File: src/rtl/pi_clamp_pkg.sv
package pi_clamp_pkg;
   typedef enum logic [1:0] {
      CLP_FREE = 2'd0,
      CLP_HIGH = 2'd1,
      CLP_LOW  = 2'd2
   } clp_state_e;
endpackage

File: src/rtl/pi_prod.sv
// Stage 1: registers the proportional product, the integral increment and the error sign.
module pi_prod #(
   parameter int DATA_W = 16,
   parameter int GAIN_W = 16,
   localparam int PROD_W = DATA_W + GAIN_W
) (
   input  logic                     clk,
   input  logic                     rst_n,
   input  logic                     in_vld,
   input  logic signed [DATA_W-1:0] in_err,
   input  logic signed [GAIN_W-1:0] kp,
   input  logic signed [GAIN_W-1:0] ki,
   output logic                     out_vld,
   output logic signed [PROD_W-1:0] out_prop,
   output logic signed [PROD_W-1:0] out_incr,
   output logic                     out_neg,
   output logic                     out_pos
);
   logic signed [PROD_W-1:0] err_x, kp_x, ki_x;

   assign err_x = {{GAIN_W{in_err[DATA_W-1]}}, in_err};
   assign kp_x  = {{DATA_W{kp[GAIN_W-1]}}, kp};
   assign ki_x  = {{DATA_W{ki[GAIN_W-1]}}, ki};

   always_ff @(posedge clk) begin
      if (!rst_n) begin
         out_vld  <= 1'b0;
         out_prop <= '0;
         out_incr <= '0;
         out_neg  <= 1'b0;
         out_pos  <= 1'b0;
      end else begin
         out_vld <= in_vld;
         if (in_vld) begin
            out_prop <= kp_x * err_x;
            out_incr <= ki_x * err_x;
            out_neg  <= in_err[DATA_W-1];
            out_pos  <= !in_err[DATA_W-1] && (in_err != '0);
         end
      end
   end
endmodule

File: src/rtl/pi_integ.sv
// Integrator with freeze-at-limit anti-windup.
module pi_integ
   import pi_clamp_pkg::*;
#(
   parameter int PROD_W = 32,
   parameter int ACC_W  = 40
) (
   input  logic                    clk,
   input  logic                    rst_n,
   input  logic                    upd,
   input  logic signed [PROD_W-1:0] incr,
   input  logic                    err_neg,
   input  logic                    err_pos,
   input  clp_state_e              clamp_st,
   output logic signed [ACC_W-1:0] integ_nxt
);
   logic signed [ACC_W-1:0] integ_q;
   logic signed [ACC_W-1:0] incr_x;
   logic                    freeze;

   assign incr_x = {{(ACC_W-PROD_W){incr[PROD_W-1]}}, incr};
   assign freeze = ((clamp_st == CLP_HIGH) && !err_neg) ||
                   ((clamp_st == CLP_LOW)  && !err_pos);
   assign integ_nxt = freeze ? integ_q : integ_q + incr_x;

   always_ff @(posedge clk) begin
      if (!rst_n)   integ_q <= '0;
      else if (upd) integ_q <= integ_nxt;
   end

   a_r6_hold_at_high: assert property (@(posedge clk) disable iff (!rst_n)
      (upd && clamp_st == CLP_HIGH && !err_neg) |=> $stable(integ_q));
   a_r7_resume_from_high: assert property (@(posedge clk) disable iff (!rst_n)
      (upd && clamp_st == CLP_HIGH && err_neg && incr != '0) |=> !$stable(integ_q));
   a_r8_hold_at_low: assert property (@(posedge clk) disable iff (!rst_n)
      (upd && clamp_st == CLP_LOW && !err_pos) |=> $stable(integ_q));
   a_r8_idle_no_change: assert property (@(posedge clk) disable iff (!rst_n)
      !upd |=> $stable(integ_q));
endmodule

File: src/rtl/pi_limit.sv
// Stage 2: sums both terms, rescales, clamps and registers the result and the clamp state.
module pi_limit
   import pi_clamp_pkg::*;
#(
   parameter int DATA_W  = 16,
   parameter int PROD_W  = 32,
   parameter int ACC_W   = 40,
   parameter int FRAC_W  = 8,
   parameter bit ROUND_N = 1'b0,
   localparam int SUM_W  = ACC_W + 1
) (
   input  logic                     clk,
   input  logic                     rst_n,
   input  logic                     upd,
   input  logic signed [PROD_W-1:0] prop,
   input  logic signed [ACC_W-1:0]  integ_nxt,
   input  logic signed [DATA_W-1:0] hi,
   input  logic signed [DATA_W-1:0] lo,
   output logic                     out_vld,
   output logic signed [DATA_W-1:0] out_val,
   output clp_state_e               clamp_st
);
   logic signed [SUM_W-1:0]  sum, scaled, hi_x, lo_x;
   logic signed [DATA_W-1:0] lo_eff, res_d;
   clp_state_e               st_d;

   assign sum = {{(SUM_W-PROD_W){prop[PROD_W-1]}}, prop} +
                {integ_nxt[ACC_W-1], integ_nxt};

   generate
      if (FRAC_W == 0) begin : g_noscale
         assign scaled = sum;
      end else if (ROUND_N) begin : g_round
         localparam logic signed [SUM_W-1:0] HALF = SUM_W'(1) <<< (FRAC_W - 1);
         assign scaled = (sum + HALF) >>> FRAC_W;
      end else begin : g_floor
         assign scaled = sum >>> FRAC_W;
      end
   endgenerate

   assign lo_eff = (lo > hi) ? hi : lo;
   assign hi_x   = {{(SUM_W-DATA_W){hi[DATA_W-1]}}, hi};
   assign lo_x   = {{(SUM_W-DATA_W){lo_eff[DATA_W-1]}}, lo_eff};

   always_comb begin
      if (scaled >= hi_x) begin
         res_d = hi;
         st_d  = CLP_HIGH;
      end else if (scaled <= lo_x) begin
         res_d = lo_eff;
         st_d  = CLP_LOW;
      end else begin
         res_d = scaled[DATA_W-1:0];
         st_d  = CLP_FREE;
      end
   end

   always_ff @(posedge clk) begin
      if (!rst_n) begin
         out_vld  <= 1'b0;
         out_val  <= '0;
         clamp_st <= CLP_FREE;
      end else begin
         out_vld <= upd;
         if (upd) begin
            out_val  <= res_d;
            clamp_st <= st_d;
         end
      end
   end

   a_r4_never_above_high: assert property (@(posedge clk) disable iff (!rst_n)
      upd |=> out_val <= $past(hi));
   a_r5_never_below_low: assert property (@(posedge clk) disable iff (!rst_n)
      (upd && lo <= hi) |=> out_val >= $past(lo));
   a_r9_high_wins: assert property (@(posedge clk) disable iff (!rst_n)
      (upd && lo > hi) |=> out_val == $past(hi));
   a_r4_state_matches_out: assert property (@(posedge clk) disable iff (!rst_n)
      (upd && lo <= hi) |=> ((clamp_st == CLP_FREE) == (out_val != $past(hi) && out_val != $past(lo))));
endmodule

File: src/rtl/pi_offset_comp.sv
module pi_offset_comp
   import pi_clamp_pkg::*;
#(
   parameter int DATA_W  = 16,
   parameter int GAIN_W  = 16,
   parameter int FRAC_W  = 8,
   parameter int GUARD_W = 8,
   parameter bit ROUND_N = 1'b0,
   localparam int PROD_W = DATA_W + GAIN_W,
   localparam int ACC_W  = PROD_W + GUARD_W
) (
   input  logic                     clk,
   input  logic                     rst_n,
   input  logic signed [GAIN_W-1:0] cfg_kp,
   input  logic signed [GAIN_W-1:0] cfg_ki,
   input  logic signed [DATA_W-1:0] cfg_hi,
   input  logic signed [DATA_W-1:0] cfg_lo,
   input  logic                     smp_vld,
   input  logic signed [DATA_W-1:0] smp_err,
   output logic                     comp_vld,
   output logic signed [DATA_W-1:0] comp_out
);
   generate
      if (DATA_W < 2)      begin : g_bad_data  $error("DATA_W must be at least 2");   end
      if (GAIN_W < 2)      begin : g_bad_gain  $error("GAIN_W must be at least 2");   end
      if (FRAC_W < 0 || FRAC_W >= GAIN_W)
                           begin : g_bad_frac  $error("FRAC_W must lie in [0, GAIN_W)"); end
      if (GUARD_W < 2)     begin : g_bad_guard $error("GUARD_W must be at least 2");  end
   endgenerate

   logic                     s1_vld, s1_neg, s1_pos;
   logic signed [PROD_W-1:0] s1_prop, s1_incr;
   logic signed [ACC_W-1:0]  integ_nxt;
   clp_state_e               clamp_st;

   pi_prod #(.DATA_W(DATA_W), .GAIN_W(GAIN_W)) u_prod (
      .clk(clk), .rst_n(rst_n), .in_vld(smp_vld), .in_err(smp_err),
      .kp(cfg_kp), .ki(cfg_ki), .out_vld(s1_vld), .out_prop(s1_prop),
      .out_incr(s1_incr), .out_neg(s1_neg), .out_pos(s1_pos));

   pi_integ #(.PROD_W(PROD_W), .ACC_W(ACC_W)) u_integ (
      .clk(clk), .rst_n(rst_n), .upd(s1_vld), .incr(s1_incr),
      .err_neg(s1_neg), .err_pos(s1_pos), .clamp_st(clamp_st),
      .integ_nxt(integ_nxt));

   pi_limit #(.DATA_W(DATA_W), .PROD_W(PROD_W), .ACC_W(ACC_W),
              .FRAC_W(FRAC_W), .ROUND_N(ROUND_N)) u_limit (
      .clk(clk), .rst_n(rst_n), .upd(s1_vld), .prop(s1_prop),
      .integ_nxt(integ_nxt), .hi(cfg_hi), .lo(cfg_lo),
      .out_vld(comp_vld), .out_val(comp_out), .clamp_st(clamp_st));

   a_r2_latency_two: assert property (@(posedge clk) disable iff (!rst_n)
      smp_vld |-> ##2 comp_vld);
   a_r2_no_spurious_valid: assert property (@(posedge clk) disable iff (!rst_n)
      comp_vld |-> $past(smp_vld, 2));
   a_r1_idle_after_reset: assert property (@(posedge clk)
      !rst_n |=> (!comp_vld && comp_out == '0));
endmodule

File: config.mk
export PLATFORM = sky130hd
export DESIGN_NAME = pi_offset_comp
export DESIGN_NICKNAME = d
export VERILOG_FILES = /design/src/rtl/pi_clamp_pkg.sv /design/src/rtl/pi_prod.sv /design/src/rtl/pi_integ.sv /design/src/rtl/pi_limit.sv /design/src/rtl/pi_offset_comp.sv
export SDC_FILE = /design/constraint.sdc
export NUM_CORES = 2
export LEC_CHECK = 0
export CAP_MARGIN = 40
export CORE_MARGIN = 2
export CORE_UTILIZATION = 23
export CTS_CLUSTER_DIAMETER = 150
export DETAILED_ROUTE_END_ITERATION = 7
export MAX_ROUTING_LAYER = met4
export PLACE_DENSITY = 0.33
export SLEW_MARGIN = 20
export SYNTH_ARGS = -nofsm -noshare
export SYNTH_HDL_FRONTEND = slang
export SYNTH_SLANG_ARGS = --single-unit
File: constraint.sdc
create_clock -name clk -period 14.77 [get_ports clk]
set_input_delay 2.954 -clock clk [delete_from_list [all_inputs] [get_ports clk]]
set_output_delay 2.954 -clock clk [all_outputs]
set_load 0.05 [all_outputs]
Word-level counts from Yosys, hierarchy flattened
Cells that the tools add are included.
{ "word_totals": {"regBits": 126, "out_inout_bits": 17, "word_cells": 32} }
{ "classes": {"add_sub_neg": 2, "mul": 2, "n_lt_le_gt_ge": 3, "n_eq_ne": 2, "muxes": 6, "reduce_logical": 8} }
{ "op_table": {"columns": ["op", "count"], "rows": [
  ["$mul A16 B16 Y32", 2],
  ["$mux W16", 3],
  ["$add A32 B40 Y41", 1],
  ["$add A40 B32 Y40", 1],
  ["$mux W40", 1],
  ["$ge A33 B16 Y1", 1],
  ["$le A33 B16 Y1", 1],
  ["$gt A16 B16 Y1", 1],
  ["$reduce_bool A16 Y1", 1],
  ["$mux W2", 2],
  ["$logic_and A1 B1 Y1", 3],
  ["$logic_not A1 Y1", 3],
  ["$eq A2 B1 Y1 const B", 1],
  ["$eq A2 B2 Y1 const B", 1],
  ["$logic_or A1 B1 Y1", 1]
]} }

Longest topological paths before layout
{ "logic_depth": {"depth_word": 8, "depth_mapped": 34} }

Cells and area by module
A second synthesis with hierarchy kept.
{ "unflattened": {"cells_unflattened": 3676, "area_unflattened_um2": 31378.8} }
{ "modules_own_cells": {"columns": ["module", "instances", "cells_per_inst", "area_each_um2", "seq_area_each_um2"], "rows": [
  ["pi_prod", 1, 2423, 22019.9, 1341.3],
  ["pi_limit", 1, 617, 4778.3, 380.4],
  ["pi_integ", 1, 636, 4580.6, 800.8]
]} }

Worst setup path after synthesis
No wires, ideal clock.
{ "synth_path": {"path_kind": "input -> register", "from": "input port smp_err[1]", "to": "register u_prod.out_prop[22]", "arrival_time_ns": 8.827, "required_time_ns": 14.648, "path_slack_ns": 5.821, "cell_stages": 23, "path_buffers": 1, "path_cell_list": "clkbuf_1 -> nand2_1 -> fa_1 -> inv_1 -> fa_1 -> inv_1 -> fa_1 -> inv_1 -> fa_1 -> inv_1 -> fa_1 -> inv_1 -> fa_1 -> ha_1 -> and4_1 -> a211o_1 -> o22ai_1 -> o21ai_0 -> a21boi_0 -> nand2b_1 -> a21boi_0 -> o41a_1 -> a221o_1"} }
{ "synth_between": {"elab_chain_len": 1} }
{ "synth_rtl": {"columns": ["item", "line", "rtl"], "rows": [
  ["start: declaration", "pi_offset_comp.sv:19", "input logic signed [DATA_W-1:0] smp_err,"],
  ["$mul A16 B16 Y32", "pi_prod.sv:35", "out_prop <= kp_x * err_x;"],
  ["end signal: assignment", "pi_prod.sv:35", null],
  ["end: declaration", "pi_prod.sv:14", "output logic signed [PROD_W-1:0] out_prop,"]
]} }
Every way passes these cells.
A chain may end at the register's enable or synchronous reset.

Final worst setup path
{ "layout_path": {"from": "input port cfg_ki[10]", "to": "register u_prod.out_incr[29]"} }
{ "layout_between": {"elab_chain_len": 1} }
{ "layout_rtl": {"columns": ["item", "line", "rtl"], "rows": [
  ["start: declaration", "pi_offset_comp.sv:15", "input logic signed [GAIN_W-1:0] cfg_ki,"],
  ["$mul A16 B16 Y32", "pi_prod.sv:36", "out_incr <= ki_x * err_x;"],
  ["end signal: assignment", "pi_prod.sv:36", null],
  ["end: declaration", "pi_prod.sv:15", "output logic signed [PROD_W-1:0] out_incr,"]
]} }
Every way passes these cells.

==> metrics.txt <==
outcome=finished clean; R2R setup slack=5.52 ns; fin nets=4483; most frequent CP cell=fa_1; fraction of registers with async set/reset=0%; Mapped Cells=3523; Final Max Slew Viols=0; Seq cells post-synth=about 130; max incr delay on CP=1.02 ns; CP Capture Type=flop; WL/cell=around 18 µm; fmax=0.1020 GHz; Synth Cell Area=about 30000 µm²; footprint of the multi-input gates=25010 µm²; initial antenna violation count=1; dpl hpwl=80.73 mm; critical path data arrival time=10.14 ns; Routed Antenna Nets=0; Final period util=66.35%; EDFF count, synth=0; Chip Width=366.6 µm; CTS tree=built; Max Cap Viol=0; most common cell in the netlist=inv_1; vias in the first global route=about 24000; CTS Sinks=approximately 130; Clock Skews=roughly 0.013 ns; H-tree depth=4; CP Class=input port to flop; clk slew on worst S/H paths=about 0.06 ns; die area=approximately 130000 µm²; hold path cells=2; first-pass GRT wire length=~150 mm; Mean Syn Cell Area=8.581 µm²; crit-path max FO=16; hold_ws=0.4429 ns; DRC Markers=0; layout overhead on the synthesized area=11.76%; CP max-delay cell=clkdlybuf4s50_1; Ports=100; share of layout cells above drive strength 1=3.005%; CTS Buffer Depth=2; Final Setup Violations=0; total wire length=just under 100 mm; CP required=15.11 ns; Critical Path Start Type=input port; Iter 0 DRT Violations=around 1100; core footprint=131000 µm²; latest clock arrival within the worst-skew pair=0.48 ns; synth top area cells=fa_1, ha_1, dfxtp_1; post-synth top area share=a little over a third; r2r startpoint=u_prod.out_incr[0]; root buffer cell=clkbuf_16; flip-flop and latch area=2524 µm²; largest net degree at the start of global routing=65; actual slew at the worst max-slew pin=0.8857 ns; post-cts hold buffer count=0; crit path cell chain=clkdlybuf4s50_1 > nand2_1 > fa_1 > inv_1 > fa_1 > inv_1 > fa_1 > fa_1 > inv_1 > fa_1 > inv_1 > fa_1 > inv_1 > ha_1 > and3_1 > a31oi_2 > o21ai_1 > a311o_1 > a221oi_4 > o21ai_2 > a31oi_1 > xor2_1 > o21ai_0; Buf+Inv Stages, Crit Path=6; DRT Pass-1 Iters=5; main flop type after synthesis=dfxtp_1; R2R cell count=32; Resize count post-CTS=0; Congestion Overflow GR=0; Syn Nets=4455; fillers=14350; number of port buffers=99; GPL Wtd Cong=0.7788; routed via count=23160; Inserted Clock Buffers=17; most common library cells after synthesis=inv_1, fa_1, nand2_1; GRT Util Overall=~15%; Vert. Die Dim=366.6 µm; Synth cell types=80; Slew HR=40.17%; Via-to-Cell Ratio=4.354; hold path start=u_limit.out_val[7]; sequential area share after synthesis=under 10%; Setup Buffers After CTS=0; Min-Delay Path Class=flop to flop; Hold Path End=u_limit.out_val[7]; unrepaired setup endpoints after global routing=false; RR Endpoint=u_limit.out_val[3]; CP top delay family=adder cells; Yosys top cell by area=fa_1; starting density of the core=a little under a quarter; row count=133; Ys Warns=0; Setup TNS Final=0 ns; Final min period=around 10 ns; Final Hold Vio Count=0
==> registers in the layout, summed over array words and instances (netlist names) <==
signal	count
u_limit.out_vld	1
u_prod.out_pos	1
u_prod.out_vld	1
u_integ.integ_q	40
u_prod.out_neg	1
u_prod.out_prop	32
u_prod.out_incr	32
u_limit.out_val	16
u_limit.clamp_st	2
==> layout by cell type, fill, tap and decap left out, drive strengths merged, types with 44 or more instances in the layout <==
| cell type | instances |
|---|---|
| nand2 | 473 |
| fa | 525 |
| dfxtp | 126 |
| o21ai | 113 |
| ha | 324 |
| a21o | 72 |
| a21oi | 176 |
| nand2b | 53 |
| xnor2 | 92 |
| nor2 | 190 |
| buf | 44 |
| mux2i | 53 |
| clkdlybuf4s50 | 96 |
| inv | 586 |
| and2 | 199 |
==> area by class of cell <==
class / count / share of cell area [%]
clock inverters: 8 / 0.2074
inverters: 587 / 6.525
well taps: 1755 / 6.499
repair buffers: 140 / 3.940
diodes: 2 / 0.01481
multi-input cells: 2679 / 74.01
clock buffers: 21 / 1.333
flip-flops and latches: 126 / 7.470
==> worst max-delay path by stage <==
| stage | from | cells after the start | end |
|---|---|---|---|
| final | cfg_ki[10] | 23 | u_prod.out_incr[29] |
| after global routing | cfg_ki[10] | 24 | u_prod.out_incr[29] |
| after CTS | cfg_ki[10] | 23 | u_prod.out_incr[29] |
| after detailed placement | cfg_ki[10] | 23 | u_prod.out_incr[29] |
| after floorplan | smp_err[1] | 23 | u_prod.out_prop[22] |
| after global placement | cfg_ki[12] | 22 | u_prod.out_incr[28] |
==> through the flow <==
| stage | util (%) | setup slack (ns) | cell area, µm² | cells |
|---|---|---|---|---|
| 6_report | 25.80 | 4.970 | 33790 | 5318 |
| 3_3_place_gp | 25.31 | 4.389 | 33150 | 5278 |
| 5_1_grt | 25.80 | 4.702 | 33780 | 5317 |
| 2_1_floorplan | - | 5.821 | 30230 | 3523 |
| 3_5_place_dp | 25.36 | 4.491 | 33210 | 5283 |
| 4_1_cts | 25.76 | 5.008 | 33730 | 5312 |
==> tightest hold or removal path: cells and delay by family, from the launching register on <==
family / cells / cell delay (ns)
flip-flops: 1 / 0.31
AND/OR/NAND/NOR: 2 / 0.09
==> cell families after synthesis <==
logic type      synth area share [%]
simple gates                   17.10
flops                          8.344
fa+ha+maj                      48.17
xor+xnor                       3.882
buf+inv                        9.055
compound gates                 11.54
mux                            1.904
==> metal layers <==
| metal | vias up | track usage [%] | share of wire, % |
|---|---|---|---|
| met2 | 220 | 23.40 | 45 |
| met5 | - | - | 0 |
| met3 | 36 | 1.258 | 1.8 |
| met1 | 11570 | 21.82 | 52 |
| li1 | 11330 | - | - |
| met4 | 0 | 2.002 | 0.76 |
Power is left out: the tool's default activity adds up to more than one toggle a clock period on the data nets, which glitch-free logic cannot reach.
